`config.mk`:
```
export PLATFORM = sky130hd
export DESIGN_NAME = swint_level_ctrl
export DESIGN_NICKNAME = d
export VERILOG_FILES = /design/src/rtl/swint_pkg.sv /design/src/rtl/swint_pend_reg.sv /design/src/rtl/swint_prio.sv /design/src/rtl/swint_trap_cap.sv /design/src/rtl/swint_level_ctrl.sv
export SDC_FILE = /design/constraint.sdc
export NUM_CORES = 1
export LEC_CHECK = 0
export ABC_AREA = 1
export BUFFER_PORTS_ARGS = -buffer_cell sky130_fd_sc_hd__buf_2
export CAP_MARGIN = 20
export CORE_MARGIN = 2
export CORE_UTILIZATION = 49
export DETAILED_ROUTE_END_ITERATION = 6
export GPL_ROUTABILITY_DRIVEN = 0
export PLACE_DENSITY = 0.91
export SYNTH_ARGS = -nofsm -noshare
export SYNTH_HDL_FRONTEND = slang
export SYNTH_SLANG_ARGS = --single-unit
```
`constraint.sdc`:
```
create_clock -name clk -period 5.7 [get_ports clk]
set_input_delay 1.425 -clock clk [delete_from_list [all_inputs] [get_ports clk]]
set_output_delay 1.425 -clock clk [all_outputs]
set_load 0.005 [all_outputs]
```
`src/rtl/swint_pkg.sv`:
```
package swint_pkg;

    localparam int PEND_W    = 17;
    localparam int LVL_W     = 4;
    localparam int TT_W      = 8;
    localparam int MAX_LVL   = (1 << LVL_W) - 1;
    localparam int ALIAS_LVL = MAX_LVL - 1;
    localparam logic [TT_W-1:0] TT_BASE = 8'h40;

    typedef enum logic [1:0] {
        WR_NONE   = 2'd0,
        WR_DIRECT = 2'd1,
        WR_CLEAR  = 2'd2,
        WR_SET    = 2'd3
    } wr_op_e;

    typedef struct packed {
        logic             req;
        logic [LVL_W-1:0] lvl;
    } sel_t;

    // one software write per cycle: direct beats clear beats set
    function automatic wr_op_e pick_op(input logic d, input logic c, input logic s);
        if (d)      return WR_DIRECT;
        else if (c) return WR_CLEAR;
        else if (s) return WR_SET;
        else        return WR_NONE;
    endfunction

    function automatic logic [TT_W-1:0] tt_of(input logic [LVL_W-1:0] l);
        return TT_BASE + TT_W'(l);
    endfunction

endpackage

```
`src/rtl/swint_pend_reg.sv`:
```
module swint_pend_reg
    import swint_pkg::*;
(
    input  logic              clk,
    input  logic              rst,
    input  wr_op_e            op,
    input  logic [PEND_W-1:0] data,
    input  logic              ext_lo,
    input  logic              ext_hi,
    output logic [PEND_W-1:0] pend
);

    logic [PEND_W-1:0] ext_vec;
    logic [PEND_W-1:0] nxt;

    assign ext_vec = {ext_hi, {(PEND_W-2){1'b0}}, ext_lo};

    for (genvar b = 0; b < PEND_W; b++) begin : g_bit
        logic sw_bit;
        always_comb begin
            unique case (op)
                WR_DIRECT: sw_bit = data[b];
                WR_CLEAR:  sw_bit = pend[b] & ~data[b];
                WR_SET:    sw_bit = pend[b] | data[b];
                default:   sw_bit = pend[b];
            endcase
        end
        assign nxt[b] = sw_bit | ext_vec[b];
    end

    always_ff @(posedge clk) begin
        if (rst) pend <= '0;
        else     pend <= nxt;
    end

    AST_DIRECT_LOAD: assert property (@(posedge clk) disable iff (rst)
        (op == WR_DIRECT && !ext_lo && !ext_hi) |=> pend == $past(data));
    AST_SET_BITS: assert property (@(posedge clk) disable iff (rst)
        (op == WR_SET) |=> (pend & $past(data)) == $past(data));
    AST_CLEAR_BITS: assert property (@(posedge clk) disable iff (rst)
        (op == WR_CLEAR && !ext_lo && !ext_hi) |=> (pend & $past(data)) == '0);
    AST_EXT_EDGE: assert property (@(posedge clk) disable iff (rst)
        (ext_lo && ext_hi) |=> (pend[0] && pend[PEND_W-1]));

endmodule

```
`src/rtl/swint_prio.sv`:
```
module swint_prio
    import swint_pkg::*;
(
    input  logic              clk,
    input  logic              rst,
    input  logic [PEND_W-1:0] pend,
    input  logic [LVL_W-1:0]  pil,
    input  logic              ie,
    output sel_t              sel
);

    logic [MAX_LVL:1] lvl_vec;
    logic [LVL_W-1:0] top_lvl;

    for (genvar l = 1; l <= MAX_LVL; l++) begin : g_lvl
        if (l == ALIAS_LVL) begin : g_alias
            assign lvl_vec[l] = pend[l] | pend[0] | pend[PEND_W-1];
        end else begin : g_plain
            assign lvl_vec[l] = pend[l];
        end
    end

    always_comb begin
        top_lvl = '0;
        for (int l = 1; l <= MAX_LVL; l++) begin
            if (lvl_vec[l]) top_lvl = LVL_W'(l);
        end
    end

    always_comb begin
        sel.lvl = top_lvl;
        sel.req = ie && (top_lvl != '0) && (top_lvl > pil);
    end

    AST_NO_IE: assert property (@(posedge clk) disable iff (rst)
        !ie |-> !sel.req);
    AST_PIL_MASK: assert property (@(posedge clk) disable iff (rst)
        (pil == LVL_W'(MAX_LVL)) |-> !sel.req);
    AST_ABOVE_PIL: assert property (@(posedge clk) disable iff (rst)
        sel.req |-> (sel.lvl > pil));
    AST_HIGHEST: assert property (@(posedge clk) disable iff (rst)
        (sel.req && pend[MAX_LVL]) |-> (sel.lvl == LVL_W'(MAX_LVL)));

endmodule

```
`src/rtl/swint_trap_cap.sv`:
```
module swint_trap_cap
    import swint_pkg::*;
(
    input  logic            clk,
    input  logic            rst,
    input  logic            req,
    input  logic [TT_W-1:0] tt,
    input  logic            ack,
    output logic [TT_W-1:0] taken
);

    always_ff @(posedge clk) begin
        if (rst)             taken <= '0;
        else if (ack && req) taken <= tt;
    end

    AST_CAPTURE: assert property (@(posedge clk) disable iff (rst)
        (ack && req) |=> taken == $past(tt));
    AST_HOLD: assert property (@(posedge clk) disable iff (rst)
        !(ack && req) |=> $stable(taken));

endmodule

```
`src/rtl/swint_level_ctrl.sv`:
```
module swint_level_ctrl
    import swint_pkg::*;
(
    input  logic              clk,
    input  logic              rst,
    input  logic              wr_direct,
    input  logic              wr_set,
    input  logic              wr_clear,
    input  logic [PEND_W-1:0] wr_data,
    input  logic              ext_set_lo,
    input  logic              ext_set_hi,
    input  logic              pil_wr,
    input  logic [LVL_W-1:0]  pil_data,
    input  logic              irq_en,
    input  logic              trap_ack,
    output logic [PEND_W-1:0] rd_pend,
    output logic [LVL_W-1:0]  pil_q,
    output logic              trap_req,
    output logic [TT_W-1:0]   trap_type,
    output logic [TT_W-1:0]   taken_type
);

    wr_op_e op;
    sel_t   sel;

    assign op = pick_op(wr_direct, wr_clear, wr_set);

    swint_pend_reg u_pend (
        .clk    (clk),
        .rst    (rst),
        .op     (op),
        .data   (wr_data),
        .ext_lo (ext_set_lo),
        .ext_hi (ext_set_hi),
        .pend   (rd_pend)
    );

    always_ff @(posedge clk) begin
        if (rst)         pil_q <= LVL_W'(MAX_LVL);
        else if (pil_wr) pil_q <= pil_data;
    end

    swint_prio u_prio (
        .clk  (clk),
        .rst  (rst),
        .pend (rd_pend),
        .pil  (pil_q),
        .ie   (irq_en),
        .sel  (sel)
    );

    assign trap_req  = sel.req;
    assign trap_type = sel.req ? tt_of(sel.lvl) : '0;

    swint_trap_cap u_cap (
        .clk   (clk),
        .rst   (rst),
        .req   (trap_req),
        .tt    (trap_type),
        .ack   (trap_ack),
        .taken (taken_type)
    );

    AST_TT_RANGE: assert property (@(posedge clk) disable iff (rst)
        trap_req |-> (trap_type > TT_BASE && trap_type <= TT_BASE + TT_W'(MAX_LVL)));
    AST_TT_IDLE: assert property (@(posedge clk) disable iff (rst)
        !trap_req |-> (trap_type == '0));
    AST_ACK_KEEPS_PEND: assert property (@(posedge clk) disable iff (rst)
        (trap_ack && !wr_direct && !wr_set && !wr_clear) |=>
            ((rd_pend & $past(rd_pend)) == $past(rd_pend)));

endmodule

```
==> results.py <==
metrics = {
    "cts": {
        "cts_resized": 0,
        "clock_latency_ns": 0.32,
        "cts-root-buf": "clkbuf_4",
        "clockBufferDepth": 2,
        "numCtsBuffers": 3,
        "cts_sinks": 26,
        "cts_setup_buffers": 0,
        "cts_tree": "built",
        "clk_pin_slew_ns": 0.15,
        "cts_hold_buf": 0,
        "cts_max_level": 1,
    },
    "drt": {
        "viasPerCell": 5.198,
        "drt_iter0_drc": 50,
        "drtAntennaViolNets": 0,
        "dr_total_vias": 1445,
        "drc": 0,
        "routed_wl_um": 3432,
        "avgRoutedWirePerCell_um": 12.35,
        "dr.pass1.iters": 4,
    },
    "synth": {
        "yosysWarnings": 0,
        "synthTopCellsByArea": "dfxtp_1 (38%), inv_1 (9.0%), nand2_1 (8.7%)",
        "synth_top_area_cell": "dfxtp_1",
        "avgSynthCellArea_um2": 7.361,
        "synth_cells": 188,
        "ys_ff_latch": 26,
        "ys_types": 26,
        "synth-seq-area-share_pct": 37.61,
        "synth_area_mm2": 0.001384,
        "synth_top_area_share_pct": 37.61,
    },
    "pwr": {
        "p_comb_share_pct": 25.0,
        "p_sw_share_pct": 29.22,
        "pwr-share-clk_pct": 28.6,
        "p_total_mw": 0.4411,
        "p_per_area_mw_per_mm2": 254.6,
        "switchingPower_mw": 0.1289,
        "leakagePower_nw": 0.9451,
        "irDropWorstVdd_uv": 171.3,
        "cell_internal_pwr_mw": 0.3122,
        "p_seq_share_pct": 46.5,
    },
    "global_route": {
        "gr-usage-met2_pct": 37.27,
        "grt_pass1_wl_um": 5589,
        "grt_usage_pct": 21.24,
        "grt_remaining_overflow": 0,
        "met1_usage_pct": 26.38,
        "busiest_layer": "met2",
        "grt_max_degree": 23,
        "antenna_found_initial": 0,
        "grt_pass1_vias": 1381,
        "grt_util_met3_pct": 2.721,
    },
    "critical_path": {
        "end_kind": "output pin",
        "critPathBufInv": 4,
        "worstReg2RegStart": "u_pend.pend[2]",
        "path_max_fanout": 5,
        "cp.depth": 24,
        "startpoint_type": "flip-flop",
        "slowest_stage": "dfxtp_1",
        "arrival_ns": 2.65,
        "cp_top_family": "simple AND/OR/NAND/NOR gates",
        "crit_type": "flip-flop to output pin",
        "r2r_setup_slack_ns": 3.38,
        "critical_path.most_common_cell": "nand2_1",
        "r2r-end": "u_cap.taken[2]",
        "crit_end": "trap_type[2]",
        "slowest_delay_ns": 0.37,
        "ff2ff_path_depth": 25,
        "crit_required_ns": 4.28,
        "startpoint": "u_pend.pend[2]",
        "path_cells": "inv_1 -> nand2_1 -> nand2_1 -> nand2_1 -> nand2_1 -> nand2_1 -> nand2_1 -> nand2_1 -> nand2_1 -> nand2_1 -> nand2_1 -> nand2_1 -> nand2_1 -> nand2_1 -> nand2_1 -> inv_1 -> ha_1 -> inv_1 -> a21oi_1 -> o21ai_0 -> o211a_1 -> nand2_1 -> nor2_1 -> buf_2",
    },
    "sta": {
        "fin_crit_sh_pct": 71.55,
        "setup_viol": 0,
        "worst_slack_ns": 1.622,
        "fin_skew_ns": 0.008996,
        "max_freq_mhz": 245.2,
        "final_max_slew_viol_count": 0,
        "finalHoldViolCount": 0,
        "whs_ns": 0.4653,
        "finalCriticalPeriod_ns": 4.078,
        "rsz0062_at_grt": "false",
        "tns_ns": 0,
    },
    "finish": {
        "seqCellArea_um2": 520.5,
        "mostFrequentLayoutCells": "buf_2 (62), inv_1 (33), nand2_1 (32)",
        "multi_input_area_um2": 679.4,
        "utilization_pct": 63.94,
        "area_growth_pct": 25.23,
        "final_nets": 283,
        "final_cell_area_mm2": 0.001733,
        "num-fill-cells": 242,
        "layout_commonest_cell": "buf_2",
        "diodes": 0,
        "final_cells": 278,
        "drive_gt1_share_pct": 29.96,
    },
    "die": {
        "fp.coreArea_mm2": 0.002710,
        "io-pin-count": 69,
        "rows": 19,
        "dieArea_mm2": 0.003265,
        "die_height_um": 57.14,
        "die_w_um": 57.14,
        "initial_utilization_pct": 51.06,
    },
    "place": {
        "place_ws_ns": 2.062,
        "place_inst": 274,
        "io_buffers": 62,
        "detailed_place_hpwl_um": 2547,
        "place_area_mm2": 0.001680,
    },
    "run_status": {
        "status": "completed",
    },
    "hold_path": {
        "min_path_type": "flip-flop to flip-flop",
    },
    "flow_run": {
        "max-cap-violations": 0,
    },
}
[worst min-delay path: stages (launching register included)]
cell	delay (ns)
dfxtp_1	0.34
inv_1	0.05
a21oi_1	0.05
[power by group through the flow]
stage	logic, mW	registers (mW)	clock network (mW)
2_1_floorplan	0.0680	0.209	0
3_3_place_gp	0.105	0.208	0
3_5_place_dp	0.109	0.209	0
4_1_cts	0.110	0.205	0.127
5_1_grt	0.125	0.207	0.135
6_report	0.110	0.205	0.126
[cell families (layout without fill, tap and decap cells)]
kind of cell	Yosys count	after routing	share of synthesized area (%)
buf+inv	47	101	14.65
flops	26	26	37.61
compound gates	51	51	24.77
simple gates	59	59	19.08
fa+ha+maj	4	4	3.617
other cells	1	6	0.2710
[layer usage]
layer / part of all wire (%) / vias to the layer above / wire length, um
met5: 0 / - / 0
met4: 1.1 / 0 / 38
met3: 6.3 / 4 / 217
met2: 49 / 51 / 1695
met1: 43 / 660 / 1480
li1: - / 730 / -
[cell usage after synthesis (all sizes together)]
cell	n
o21ai	6
ha	4
buf	8
clkinv	1
nor3	2
dfxtp	26
clkbuf	4
nand2	33
o31ai	1
or2	1
nand3	6
conb	1
a211oi	15
a22oi	15
a21oi	12
o211a	1
nor2	17
a31oi	1
inv	34
[cell type report]
cell class	count	area share (%)
multi-input cells	120	39.21
flip-flops and latches	26	30.04
repair buffers	62	17.91
inverters	35	7.581
well taps	31	2.238
clock inverters	1	1.733
clock buffers	3	1.300
[flip-flops by register name (all words and copies together), names as in the netlist]
name	count
u_cap.taken	5
pil_q	4
u_pend.pend	17
[how the worst min path moves through the flow]
| stage | start | endpoint | slack (ns) | cells after the start |
|---|---|---|---|---|
| global placement | u_cap.taken[6] | u_cap.taken[6] | 0.44 | 2 |
| global route | u_cap.taken[0] | u_cap.taken[0] | 0.50 | 2 |
| CTS | u_cap.taken[6] | u_cap.taken[6] | 0.46 | 2 |
| floorplan | u_cap.taken[6] | u_cap.taken[6] | 0.45 | 2 |
| finish | u_cap.taken[6] | u_cap.taken[6] | 0.47 | 2 |
| detailed placement | u_cap.taken[6] | u_cap.taken[6] | 0.44 | 2 |
Power figures use the tool's default switching activity.
